[src/rtl/dual_dac_pkg.sv]
package dual_dac_pkg;

  localparam int NCH   = 2;
  localparam int OP_W  = 3;
  localparam int SUB_W = 4;

  typedef struct packed {
    logic [NCH-1:0] ld_in;
    logic [NCH-1:0] upd;
    logic           ld_all;
    logic [NCH-1:0] sd;
    logic           gpo_we;
    logic           gpo_val;
    logic           mode_we;
    logic           mode_val;
  } cmd_t;

  // Turn operation prefix and sub-command nibble into per-channel actions.
  function automatic cmd_t decode_cmd(input logic [OP_W-1:0] op,
                                      input logic [SUB_W-1:0] sub);
    cmd_t c;
    c = '0;
    unique case (op)
      3'b001: c.ld_in[0] = 1'b1;
      3'b101: c.ld_in[1] = 1'b1;
      3'b010: begin c.ld_in[0] = 1'b1; c.upd = '1; end
      3'b110: begin c.ld_in[1] = 1'b1; c.upd = '1; end
      3'b011: c.ld_all = 1'b1;
      3'b100: c.upd = '1;
      3'b111: c.sd = '1;
      default: begin
        case (sub[3:1])
          3'b001: c.upd[0] = 1'b1;
          3'b101: c.upd[1] = 1'b1;
          3'b010: begin c.gpo_we = 1'b1; c.gpo_val = 1'b0; end
          3'b011: begin c.gpo_we = 1'b1; c.gpo_val = 1'b1; end
          3'b100: begin c.mode_we = 1'b1; c.mode_val = sub[0]; end
          3'b110: c.sd[0] = 1'b1;
          3'b111: c.sd[1] = 1'b1;
          default: ;
        endcase
      end
    endcase
    return c;
  endfunction

endpackage

[src/rtl/dac_bit_sync.sv]
module dac_bit_sync #(
  parameter int STAGES  = 2,
  parameter bit RST_VAL = 1'b0
) (
  input  logic clk,
  input  logic clr_n,
  input  logic d,
  output logic q
);
  logic [STAGES-1:0] pipe;

  always_ff @(posedge clk or negedge clr_n) begin
    if (!clr_n) pipe <= {STAGES{RST_VAL}};
    else        pipe <= {pipe[STAGES-2:0], d};
  end

  assign q = pipe[STAGES-1];
endmodule

[src/rtl/dac_serial_front.sv]
module dac_serial_front #(
  parameter int FRAME_W = 16
) (
  input  logic               clk,
  input  logic               clr_n,
  input  logic               sclk_s,
  input  logic               csn_s,
  input  logic               sdi_s,
  input  logic               mode_rise,
  output logic [FRAME_W-1:0] frame,
  output logic               apply,
  output logic               sck_edge,
  output logic               sdo
);
  logic sclk_d, csn_d;
  logic sck_rise, sck_fall;

  always_ff @(posedge clk or negedge clr_n) begin
    if (!clr_n) begin
      sclk_d <= 1'b0;
      csn_d  <= 1'b1;
    end else begin
      sclk_d <= sclk_s;
      csn_d  <= csn_s;
    end
  end

  assign sck_rise = sclk_s & ~sclk_d & ~csn_s;
  assign sck_fall = ~sclk_s & sclk_d & ~csn_s;
  assign sck_edge = sck_rise | sck_fall;
  assign apply    = csn_s & ~csn_d;

  always_ff @(posedge clk or negedge clr_n) begin
    if (!clr_n) begin
      frame <= '0;
      sdo   <= 1'b0;
    end else begin
      if (sck_rise) frame <= {frame[FRAME_W-2:0], sdi_s};
      if (sck_rise && mode_rise)       sdo <= frame[FRAME_W-2];
      else if (sck_fall && !mode_rise) sdo <= frame[FRAME_W-1];
    end
  end
endmodule

[src/rtl/dac_chan_regs.sv]
module dac_chan_regs #(
  parameter int CODE_W = 13
) (
  input  logic              clk,
  input  logic              clr_n,
  input  logic              lock_s,
  input  logic [CODE_W-1:0] data,
  input  logic              ld_in,
  input  logic              upd,
  input  logic              ld_all,
  input  logic              sd,
  output logic [CODE_W-1:0] code,
  output logic              sleep_q
);
  logic [CODE_W-1:0] in_q;
  logic              wake;

  assign wake = ld_in | upd | ld_all;

  always_ff @(posedge clk or negedge clr_n) begin
    if (!clr_n) begin
      in_q    <= '0;
      code    <= '0;
      sleep_q <= 1'b0;
    end else begin
      if (ld_in || ld_all) in_q <= data;
      if (ld_all)   code <= data;
      else if (upd) code <= ld_in ? data : in_q;
      if (!lock_s)   sleep_q <= 1'b0;
      else if (wake) sleep_q <= 1'b0;
      else if (sd)   sleep_q <= 1'b1;
    end
  end
endmodule

[src/rtl/dual_dac_ctrl.sv]
module dual_dac_ctrl
  import dual_dac_pkg::*;
#(
  parameter int CODE_W      = 13,
  parameter int SYNC_STAGES = 2
) (
  input  logic              clk,
  input  logic              clr_n,
  input  logic              cs_n,
  input  logic              sclk,
  input  logic              sdi,
  input  logic              lockout,
  output logic [CODE_W-1:0] dac_a,
  output logic [CODE_W-1:0] dac_b,
  output logic              sleep_a,
  output logic              sleep_b,
  output logic              gpo,
  output logic              sdo
);
  localparam int FRAME_W = CODE_W + OP_W;
  localparam int NPIN    = 4;
  localparam logic [NPIN-1:0] RST_PAT = 4'b1001; // lockout, sdi, sclk, cs_n

  logic [NPIN-1:0] pin_raw, pin_s;
  logic csn_s, sclk_s, sdi_s, lock_s;

  assign pin_raw = {lockout, sdi, sclk, cs_n};

  for (genvar g = 0; g < NPIN; g++) begin : g_sync
    dac_bit_sync #(.STAGES(SYNC_STAGES), .RST_VAL(RST_PAT[g])) u_sync (
      .clk(clk), .clr_n(clr_n), .d(pin_raw[g]), .q(pin_s[g]));
  end

  assign {lock_s, sdi_s, sclk_s, csn_s} = pin_s;

  // Named internal events for the checker.
  logic [FRAME_W-1:0] frame;
  logic               apply;
  logic               sck_edge;
  logic               mode_q, gpo_q;
  logic [NCH-1:0]     sleep_q;

  dac_serial_front #(.FRAME_W(FRAME_W)) u_front (
    .clk(clk), .clr_n(clr_n), .sclk_s(sclk_s), .csn_s(csn_s), .sdi_s(sdi_s),
    .mode_rise(mode_q), .frame(frame), .apply(apply), .sck_edge(sck_edge),
    .sdo(sdo));

  logic [CODE_W-1:0] fdata;
  cmd_t              cmd_raw, cmd;

  assign fdata   = frame[CODE_W-1:0];
  assign cmd_raw = decode_cmd(frame[FRAME_W-1 -: OP_W], frame[CODE_W-1 -: SUB_W]);
  assign cmd     = apply ? cmd_raw : '0;

  logic [NCH-1:0][CODE_W-1:0] codes;

  for (genvar c = 0; c < NCH; c++) begin : g_ch
    dac_chan_regs #(.CODE_W(CODE_W)) u_ch (
      .clk(clk), .clr_n(clr_n), .lock_s(lock_s), .data(fdata),
      .ld_in(cmd.ld_in[c]), .upd(cmd.upd[c]), .ld_all(cmd.ld_all),
      .sd(cmd.sd[c]), .code(codes[c]), .sleep_q(sleep_q[c]));
  end

  always_ff @(posedge clk or negedge clr_n) begin
    if (!clr_n) begin
      gpo_q  <= 1'b0;
      mode_q <= 1'b0;
    end else begin
      if (cmd.gpo_we)  gpo_q  <= cmd.gpo_val;
      if (cmd.mode_we) mode_q <= cmd.mode_val;
    end
  end

  assign dac_a   = codes[0];
  assign dac_b   = codes[1];
  assign sleep_a = sleep_q[0] & lockout;
  assign sleep_b = sleep_q[1] & lockout;
  assign gpo     = gpo_q;
endmodule

[config.mk]
export PLATFORM = sky130hd
export DESIGN_NAME = dual_dac_ctrl
export DESIGN_NICKNAME = d
export VERILOG_FILES = /design/src/rtl/dual_dac_pkg.sv /design/src/rtl/dac_bit_sync.sv /design/src/rtl/dac_serial_front.sv /design/src/rtl/dac_chan_regs.sv /design/src/rtl/dual_dac_ctrl.sv
export SDC_FILE = /design/constraint.sdc
export NUM_CORES = 1
export LEC_CHECK = 0
export BUFFER_PORTS_ARGS = -buffer_cell sky130_fd_sc_hd__buf_2
export CAP_MARGIN = 20
export CORE_MARGIN = 1
export CORE_UTILIZATION = 63
export DETAILED_ROUTE_END_ITERATION = 10
export PLACE_DENSITY_LB_ADDON = 0.25
export SLEW_MARGIN = 30
export SYNTH_ARGS = -nofsm -noshare
export SYNTH_HDL_FRONTEND = slang
export SYNTH_HIERARCHICAL = 1
export SYNTH_SLANG_ARGS = --single-unit
[constraint.sdc]
create_clock -name clk -period 5.3 [get_ports clk]
set_input_delay 1.06 -clock clk [delete_from_list [all_inputs] [get_ports clk]]
set_output_delay 1.06 -clock clk [all_outputs]
set_load 0.1 [all_outputs]
==> metrics.txt, run 1 <==
Worst EP required=4.24 ns; fill count=393; clk sink count=83; DR DRC count=0; area of the multi-input gates=1400 um2; worst hold path depth=0; final-report hold violation count=0; H-Tree Depth=3; NumNets Final=324; status=complete, no violations; CP max stage delay=0.41 ns; Post-CTS Setup Bufs=0; r2r startpoint=g_sync[0].u_sync/pipe[1]; final core utilization=0.727; I/O pin count=36; die area=6220 um2; Cell Area, Placed=3870 um2; Final Cell Area=4080 um2; Die Wd=78.8 um; Final min period=2.74 ns; Hold-fix buffers, CTS=0; total track usage=0.239; global-route wire length before repair=11100 um; Power Density=342 nW/um2; CP max FO=3; CP most frequent cell=buf_2; Worst Min Path Start=g_sync[1].u_sync/pipe[0]; syn_area_per_cell=13.1 um2; fin crit share=0.516; Syn. warnings=6; share of cells above drive strength 1=0.350; Area Overhead vs Synth=9.55%; via count=2273; Pins Over Slew Limit=0; CTS tree=built; DRT Pass-1 Iters=4; Port Buffers=35; r2r setup slk=2.91 ns; clock skew=0.00732 ns; register area=2080 um2; Gate Count Post-Synth=285; gr ovfl total=0; Final GP Congestion=0.703; mapped cell area=3720 um2; post-CTS resize count=0; Slew Limit Headroom=0.511; clock slew at the register clock pins of the worst setup and hold paths=0.08 ns; final WL=6660 um; ANT nets after route=0; cts bufs inserted=9; VDD IR max=0.248 mV; final setup violating endpoints=0; Pleak=2.06 nW; actual slew at the worst max-slew pin=0.734 ns; critical path capture point type=output port; Hold/Removal Path Class=flip-flop to flip-flop; vias in the first global route=2196; n_diodes=0; critical path's slowest cell=buf_2; Fmax achieved=0.365 GHz; Setup Crit Path Kind=input port to output port; clock latency on the worst-skew pair=0.36 ns; pin count of the biggest net entering global routing=84; sequence of cells on the critical path=buf_2 > and2_1 > buf_2; initial antenna violation count=0; row count=27; Setup TNS Final=0 ns; DP HPWL=3980 um; CTS root buffer=clkbuf_8; Via density=5.75; Worst Setup Start Kind=input port; max-cap violation count=0; CP Data Arrival Time=1.68 ns; WHS=0.353 ns; clk buf depth=2; starting density of the core=0.663; WL/cell=16.9 um; hold endpoint=g_sync[1].u_sync/pipe[1]; r2r endpoint=g_ch[0].u_ch/in_q[8]; unrepaired setup endpoints after global routing=no; die height=78.8 um; drt first-iter violations=162; Synth Net Count=291; core area=5610 um2; FF-to-FF path depth=4
==> worst max-delay path by stage <==
stage / from / end / slack (ns)
CTS: lockout / sleep_a / 2.56
detailed placement: lockout / sleep_a / 2.56
finish: lockout / sleep_a / 2.56
global placement: lockout / sleep_b / 2.57
global route: lockout / sleep_b / 2.54
floorplan: lockout / sleep_a / 2.45
==> per-layer routing <==
metal / share of wire / vias to the layer above / track usage / wire length [um]
met5: 0 / - / 0 / 0
met4: 0.011 / 0 / 0.0691 / 76
li1: - / 1087 / - / -
met2: 0.47 / 41 / 0.359 / 3100
met1: 0.48 / 1137 / 0.337 / 3230
met3: 0.038 / 8 / 0.0724 / 255
==> critical path: cells and delay by family <==
family,cells,cell delay (ns)
AND/OR/NAND/NOR,1,0.11
buffers and inverters,2,0.50
==> power by group <==
group | total, mW | leakage (nW) | internal, mW | switching (mW)
Clock | 0.455 | 0.100 | 0.233 | 0.222
Combinational | 0.201 | 0.839 | 0.0573 | 0.144
Sequential | 0.740 | 1.12 | 0.678 | 0.0614
Total | 1.40 | 2.06 | 0.969 | 0.427
==> registers in the layout (all words and copies together) (netlist names) <==
name                cells
g_ch.u_ch/code         26
g_ch.u_ch/in_q         26
u_front/frame          16
g_sync.u_sync/pipe      8
g_ch.u_ch/sleep_q       2
gpo                     1
mode_q                  1
u_front/csn_d           1
u_front/sclk_d          1
u_front/sdo             1
==> layout by cell type (no fill, tap or decap) <==
| cell type | count |
|---|---|
| a21o_4 | 2 |
| a21oi_1 | 2 |
| a221oi_1 | 4 |
| a221oi_2 | 22 |
| and2_1 | 2 |
| and2b_4 | 2 |
| and4b_4 | 1 |
| and4bb_1 | 2 |
| buf_2 | 34 |
| buf_4 | 3 |
| buf_6 | 1 |
| bufinv_16 | 1 |
| clkbuf_1 | 1 |
| clkbuf_8 | 10 |
| clkinv_2 | 1 |
| clkinvlp_4 | 1 |
| dfrtp_1 | 78 |
| dfstp_2 | 5 |
| inv_1 | 27 |
| inv_6 | 2 |
| mux2_1 | 20 |
| mux2_2 | 24 |
| mux2i_1 | 3 |
| nand2_1 | 1 |
| nand2b_1 | 1 |
| nand3_1 | 2 |
| nand3b_1 | 2 |
| nand4_1 | 1 |
| nor2_1 | 31 |
| nor2_4 | 2 |
| nor2b_1 | 1 |
| nor3_1 | 26 |
| nor3b_1 | 2 |
| nor3b_2 | 1 |
| nor4b_4 | 1 |
| o21ai_1 | 2 |
| or3_1 | 1 |
| xnor2_1 | 1 |
==> through the flow <==
step                      power, mW  std cells  setup WS [ns]
after floorplan               0.892        285           2.45
after global placement        0.944        379           2.57
after detailed placement      0.951        379           2.56
after CTS                      1.41        395           2.56
after global routing           1.46        395           2.54
final                          1.40        395           2.56
==> final cells by class <==
cell class,instances,share of cell area
flip-flops and latches,83,0.511
multi-input cells,159,0.342
repair buffers,38,0.0500
clock buffers,11,0.0347
inverters,27,0.0249
well taps,72,0.0221
clock inverters,5,0.0147
Power figures use the tool's default switching activity.
==> run 2: changes to the inputs <==
--- a/config.mk
+++ b/config.mk
@@ -8,7 +8,7 @@
 export BUFFER_PORTS_ARGS = -buffer_cell sky130_fd_sc_hd__buf_2
 export CAP_MARGIN = 20
 export CORE_MARGIN = 1
-export CORE_UTILIZATION = 63
+export CORE_UTILIZATION = 58
 export DETAILED_ROUTE_END_ITERATION = 10
 export PLACE_DENSITY_LB_ADDON = 0.25
 export SLEW_MARGIN = 30
==> constraint.sdc (replaced) <==
create_clock -name clk -period 2.65 [get_ports clk]
set_input_delay 0.53 -clock clk [delete_from_list [all_inputs] [get_ports clk]]
set_output_delay 0.53 -clock clk [all_outputs]
set_load 0.1 [all_outputs]
==> run 2 against run 1 <==
Sequential power is 100% higher. Via count grew 2.2%. Routed wire length rose by 4.1%. First-iteration DRC count decreased by 20%. Core utilization decreased by 4.8 points. Global-route usage shrank 0.88 points. Sequential share of layout area is 0.48 points lower. Hold slack got worse by 0.14 ns. Clock power is 95% higher. Combinational power increased by 100%. Clock skew is essentially flat. Largest cell class unchanged. Largest power group unchanged.
==> metrics.txt, run 2 (synthesis gave the netlist of run 1 again) <==
status=complete, no violations; DP HPWL=4540 um; fin crit share=0.828; Slew Limit Headroom=0.555; Hold-fix buffers, CTS=0; die area=6740 um2; DRT Pass-1 Iters=4; FF-to-FF path depth=4; Pins Over Slew Limit=0; CP max FO=13; cts bufs inserted=9; fill count=458; initial antenna violation count=0; H-Tree Depth=3; VDD IR max=0.473 mV; clock latency on the worst-skew pair=0.34 ns; die height=82.1 um; clk sink count=83; Worst Setup Start Kind=flip-flop; Pleak=2.07 nW; critical path capture point type=flip-flop; clock slew at the register clock pins of the worst setup and hold paths=0.08 ns; core area=6060 um2; clock skew=0.00763 ns; share of cells above drive strength 1=0.353; drt first-iter violations=129; via count=2324; DR DRC count=0; pin count of the biggest net entering global routing=53; DP Worst Slack=0.428 ns; Final Cell Area=4110 um2; Post-CTS Setup Bufs=0; I/O pin count=36; unrepaired setup endpoints after global routing=no; gr ovfl total=0; Final min period=2.19 ns; NumNets Final=327; Via density=5.80; sequence of cells on the critical path=nor2b_1 > nor3b_1 > and2b_4 > a221oi_1; area of the multi-input gates=1390 um2; post-CTS resize count=0; Power Density=676 nW/um2; ANT nets after route=0; clk buf depth=2; global-route wire length before repair=11200 um; Final GP Congestion=0.772; actual slew at the worst max-slew pin=0.668 ns; final setup violating endpoints=0; total track usage=0.230; CP Data Arrival Time=2.42 ns; setup ws final=0.457 ns; CTS tree=built; Setup Crit Path Kind=flip-flop to flip-flop; CTS root buffer=clkbuf_8; starting density of the core=0.614; most frequent cells in the layout=dfrtp_1 (78), buf_2 (34), nor2_1 (31); Area Overhead vs Synth=10.6%; critical path's slowest cell=dfstp_2; Die Wd=82.1 um; CP max stage delay=0.56 ns; register area=2080 um2; Hold/Removal Path Class=input port to async pin; max-cap violation count=0; vias in the first global route=2207; n_diodes=0; final-report hold violation count=0; Cell Area, Placed=3920 um2; Port Buffers=35; Worst EP required=2.88 ns; biggest regs=g_ch.u_ch/code (26), g_ch.u_ch/in_q (26), u_front/frame (16); row count=28; most common cell after layout, fill and taps aside=dfrtp_1; WL/cell=17.3 um; Fmax achieved=0.456 GHz; Setup TNS Final=0 ns; final WL=6940 um
[run 2: cell types whose count changed in the layout (fill, tap and decap cells not counted)]
cell        previous run  this run
and4b_4                1         0
buf_4                  3         5
clkbuf_1               1         2
inv_6                  2         0
buf_12                 0         2
clkinvlp_4             1         2
and4b_2                0         1
buf_6                  1         0
[run 2: area by class of cell]
class                      instances  area share
inverter                          27      0.0246
timing repair buffer              41      0.0602
sequential                        83       0.506
clock inverter                     4      0.0122
multi-input combinational        159       0.339
tap                               75      0.0228
clock buffer                      12      0.0353
[run 2: path summary, 6_finish.rpt]
kind | from | endpoint | slack (ns)
hold reg to reg | g_sync[1].u_sync/pipe[0] | g_sync[1].u_sync/pipe[1] | 0.35
setup reg to reg | g_sync[0].u_sync/pipe[1] | g_ch[0].u_ch/code[0] | 0.46
hold / removal | clr_n | u_front/frame[10] | 0.21
setup / recovery | g_sync[0].u_sync/pipe[1] | g_ch[0].u_ch/code[0] | 0.46
max in group asynchronous | clr_n | g_sync[0].u_sync/pipe[1] | 1.77
min in group clk | cs_n | g_sync[0].u_sync/pipe[0] | 0.28
[run 2: worst max-delay path: cells and delay by family (launching register included)]
family / cells / cell delay [ns]
and+or+nand+nor: 3 / 1.21
AOI/OAI and AO/OA: 1 / 0.32
DFF: 1 / 0.56
[run 2: through the flow]
stage                     cells  power, mW  hold slack (ns)   util
after CTS                   401       2.81            0.238  0.679
after detailed placement    385       1.92            0.339  0.647
after global placement      385       1.90            0.333  0.647
final                       401       2.78            0.210  0.679
after floorplan             285       1.78            0.234      -
after global routing        401       2.90            0.263  0.679
[run 2: per-layer routing]
metal,up-vias,global-route usage,part of all wire
li1,1092,-,-
met1,1171,0.333,0.49
met2,52,0.345,0.46
met3,9,0.0400,0.037
met4,0,0.0912,0.015
met5,-,0,0
[run 2: power by group]
group	leakage [nW]	internal [mW]	switching, mW
Combinational	0.862	0.117	0.291
Sequential	1.12	1.36	0.129
Clock	0.0926	0.460	0.428
Total	2.07	1.93	0.848
==> run 3: changes to the inputs <==
--- a/config.mk
+++ b/config.mk
@@ -8,7 +8,7 @@
 export BUFFER_PORTS_ARGS = -buffer_cell sky130_fd_sc_hd__buf_2
 export CAP_MARGIN = 20
 export CORE_MARGIN = 1
-export CORE_UTILIZATION = 58
+export CORE_UTILIZATION = 53
 export DETAILED_ROUTE_END_ITERATION = 10
 export PLACE_DENSITY_LB_ADDON = 0.25
 export SLEW_MARGIN = 30
==> constraint.sdc (replaced) <==
create_clock -name clk -period 1.9 [get_ports clk]
set_input_delay 0.38 -clock clk [delete_from_list [all_inputs] [get_ports clk]]
set_output_delay 0.38 -clock clk [all_outputs]
set_load 0.1 [all_outputs]
==> run 3 against run 2 <==
First-iteration DRC count grew 62%. Register-to-register slack lost 0.36 ns. Critical path depth grew 1. Core utilization shrank 4.2 points. Clock skew shrank 0.0036 ns. Final cell count grew 9.0%. Clock power grew 59%. Worst setup slack lost 0.36 ns. Hold slack lost 0.17 ns. Total power grew 46%. Sequential power grew 38%. Highest routed layer unchanged. Critical path type unchanged. Largest power group unchanged. Clock-buffer cell count shrank 2.
==> metrics.txt, run 3 (synthesis gave the netlist of run 1 again) <==
status=complete, no violations; vias in the first global route=2392; global-route wire length before repair=12100 um; r2r setup slk=0.10 ns; Via density=5.49; pin count of the biggest net entering global routing=84; core area=6790 um2; Pins Over Slew Limit=0; Setup Crit Path Kind=flip-flop to flip-flop; r2r endpoint=g_ch[0].u_ch/code[7]; clk sink count=83; row count=30; setup ws final=0.101 ns; Worst EP required=2.15 ns; fin crit share=0.947; final WL=7270 um; unrepaired setup endpoints after global routing=no; routing usage on met1=0.288; max-cap violation count=0; DR DRC count=0; clk buf depth=2; GR Util met2=0.348; Power Density=938 nW/um2; met3 track demand over resource=0.0568; gr ovfl total=0; ANT nets after route=0; Die Wd=85.8 um; Final GP Congestion=0.729; most common cell after layout, fill and taps aside=dfrtp_1; CP Data Arrival Time=2.05 ns; total track usage=0.214; r2r startpoint=g_sync[0].u_sync/pipe[1]; CTS root buffer=clkbuf_8; share of cells above drive strength 1=0.396; final-report hold violation count=0; Final min period=1.80 ns; die area=7360 um2; clock skew=0.00398 ns; actual slew at the worst max-slew pin=0.493 ns; starting density of the core=0.548; cts bufs inserted=9; CP Launch Point=g_sync[0].u_sync/pipe[1]; final setup violating endpoints=0; H-Tree Depth=3; CTS tree=built; Slew Limit Headroom=0.674; clock slew at the register clock pins of the worst setup and hold paths=0.08 ns; Hold-fix buffers, CTS=0; via count=2401; WHS=0.0416 ns; biggest regs=g_ch.u_ch/code (26), g_ch.u_ch/in_q (26), u_front/frame (16); initial antenna violation count=0; DP HPWL=4590 um; Worst Setup Start Kind=flip-flop; clock latency on the worst-skew pair=0.35 ns; Fmax achieved=0.556 GHz; most frequent cells in the layout=dfrtp_1 (78), buf_2 (34), nor2_1 (31); VDD IR max=0.861 mV; WL/cell=16.6 um; die height=85.8 um; Port Buffers=35; Area Overhead vs Synth=16.3%; DP Worst Slack=-0.0396 ns; CP max FO=14; n_diodes=0; NumNets Final=342; I/O pin count=36; fill count=548; drt first-iter violations=209; Pleak=2.19 nW; critical path capture point type=flip-flop; FF-to-FF path depth=5; Hold/Removal Path Class=input port to async pin; GR peak layer=met2; DRT Pass-1 Iters=4
## run 3: metrics by stage
stage                     instances   util  power (mW)  cell area, um2   TNS, ns
after floorplan                 285      -        2.49            3720         0
after global placement          419  0.599        2.67            4070         0
after detailed placement        419  0.599        2.69            4070    -0.481
after CTS                       435  0.633        4.10            4300  -0.00436
after global routing            437  0.637        4.23            4330         0
final                           437  0.637        4.06            4330         0
## run 3: layout make-up
| cell class | count | area [um2] | share of cell area |
|---|---|---|---|
| Sequential cell | 83 | 2080 | 0.481 |
| Multi-Input combinational cell | 159 | 1410 | 0.326 |
| Timing Repair Buffer | 56 | 385 | 0.0890 |
| Clock buffer | 10 | 138 | 0.0318 |
| Tap cell | 96 | 120 | 0.0278 |
| Inverter | 27 | 101 | 0.0234 |
| Clock inverter | 6 | 87.6 | 0.0202 |
## run 3: worst max-delay path by stage
stage / end / slack, ns / cells past startpoint
detailed placement: g_ch[0].u_ch/code[8] / -0.04 / 5
global placement: g_ch[0].u_ch/in_q[5] / 0.03 / 5
floorplan: g_ch[0].u_ch/in_q[10] / 0.03 / 6
global route: g_ch[1].u_ch/code[0] / 0.0007 / 6
CTS: g_ch[0].u_ch/code[11] / -0.004 / 4
finish: g_ch[0].u_ch/code[7] / 0.10 / 5
## run 3: worst max-delay path, stage by stage, from the launching register on
cell and delay (ns):
dfstp_2 0.53, nor2b_2 0.22, and4b_4 0.40, buf_4 0.24, nor2_1 0.07, a221oi_2 0.24
## run 3: report_power, final
| group | total (mW) | internal [mW] | switching (mW) | leakage (nW) |
|---|---|---|---|---|
| combinational | 0.590 | 0.172 | 0.418 | 0.954 |
| clock | 1.41 | 0.778 | 0.634 | 0.117 |
| sequential | 2.06 | 1.89 | 0.163 | 1.12 |
| total | 4.06 | 2.84 | 1.22 | 2.19 |
## run 3: repair_timing
item / 4_1_cts / 5_1_grt
pin swaps: 0 / 1
buffers inserted: 0 / 2
gates resized for setup: 1 / 3
setup endpoints to repair: 29 / 46
## run 3: per-layer routing
layer  share of wire  vias to the layer above
li1                -                     1119
met1            0.46                     1232
met2            0.50                       42
met3           0.030                        8
met4           0.011                        0
met5               0                        -
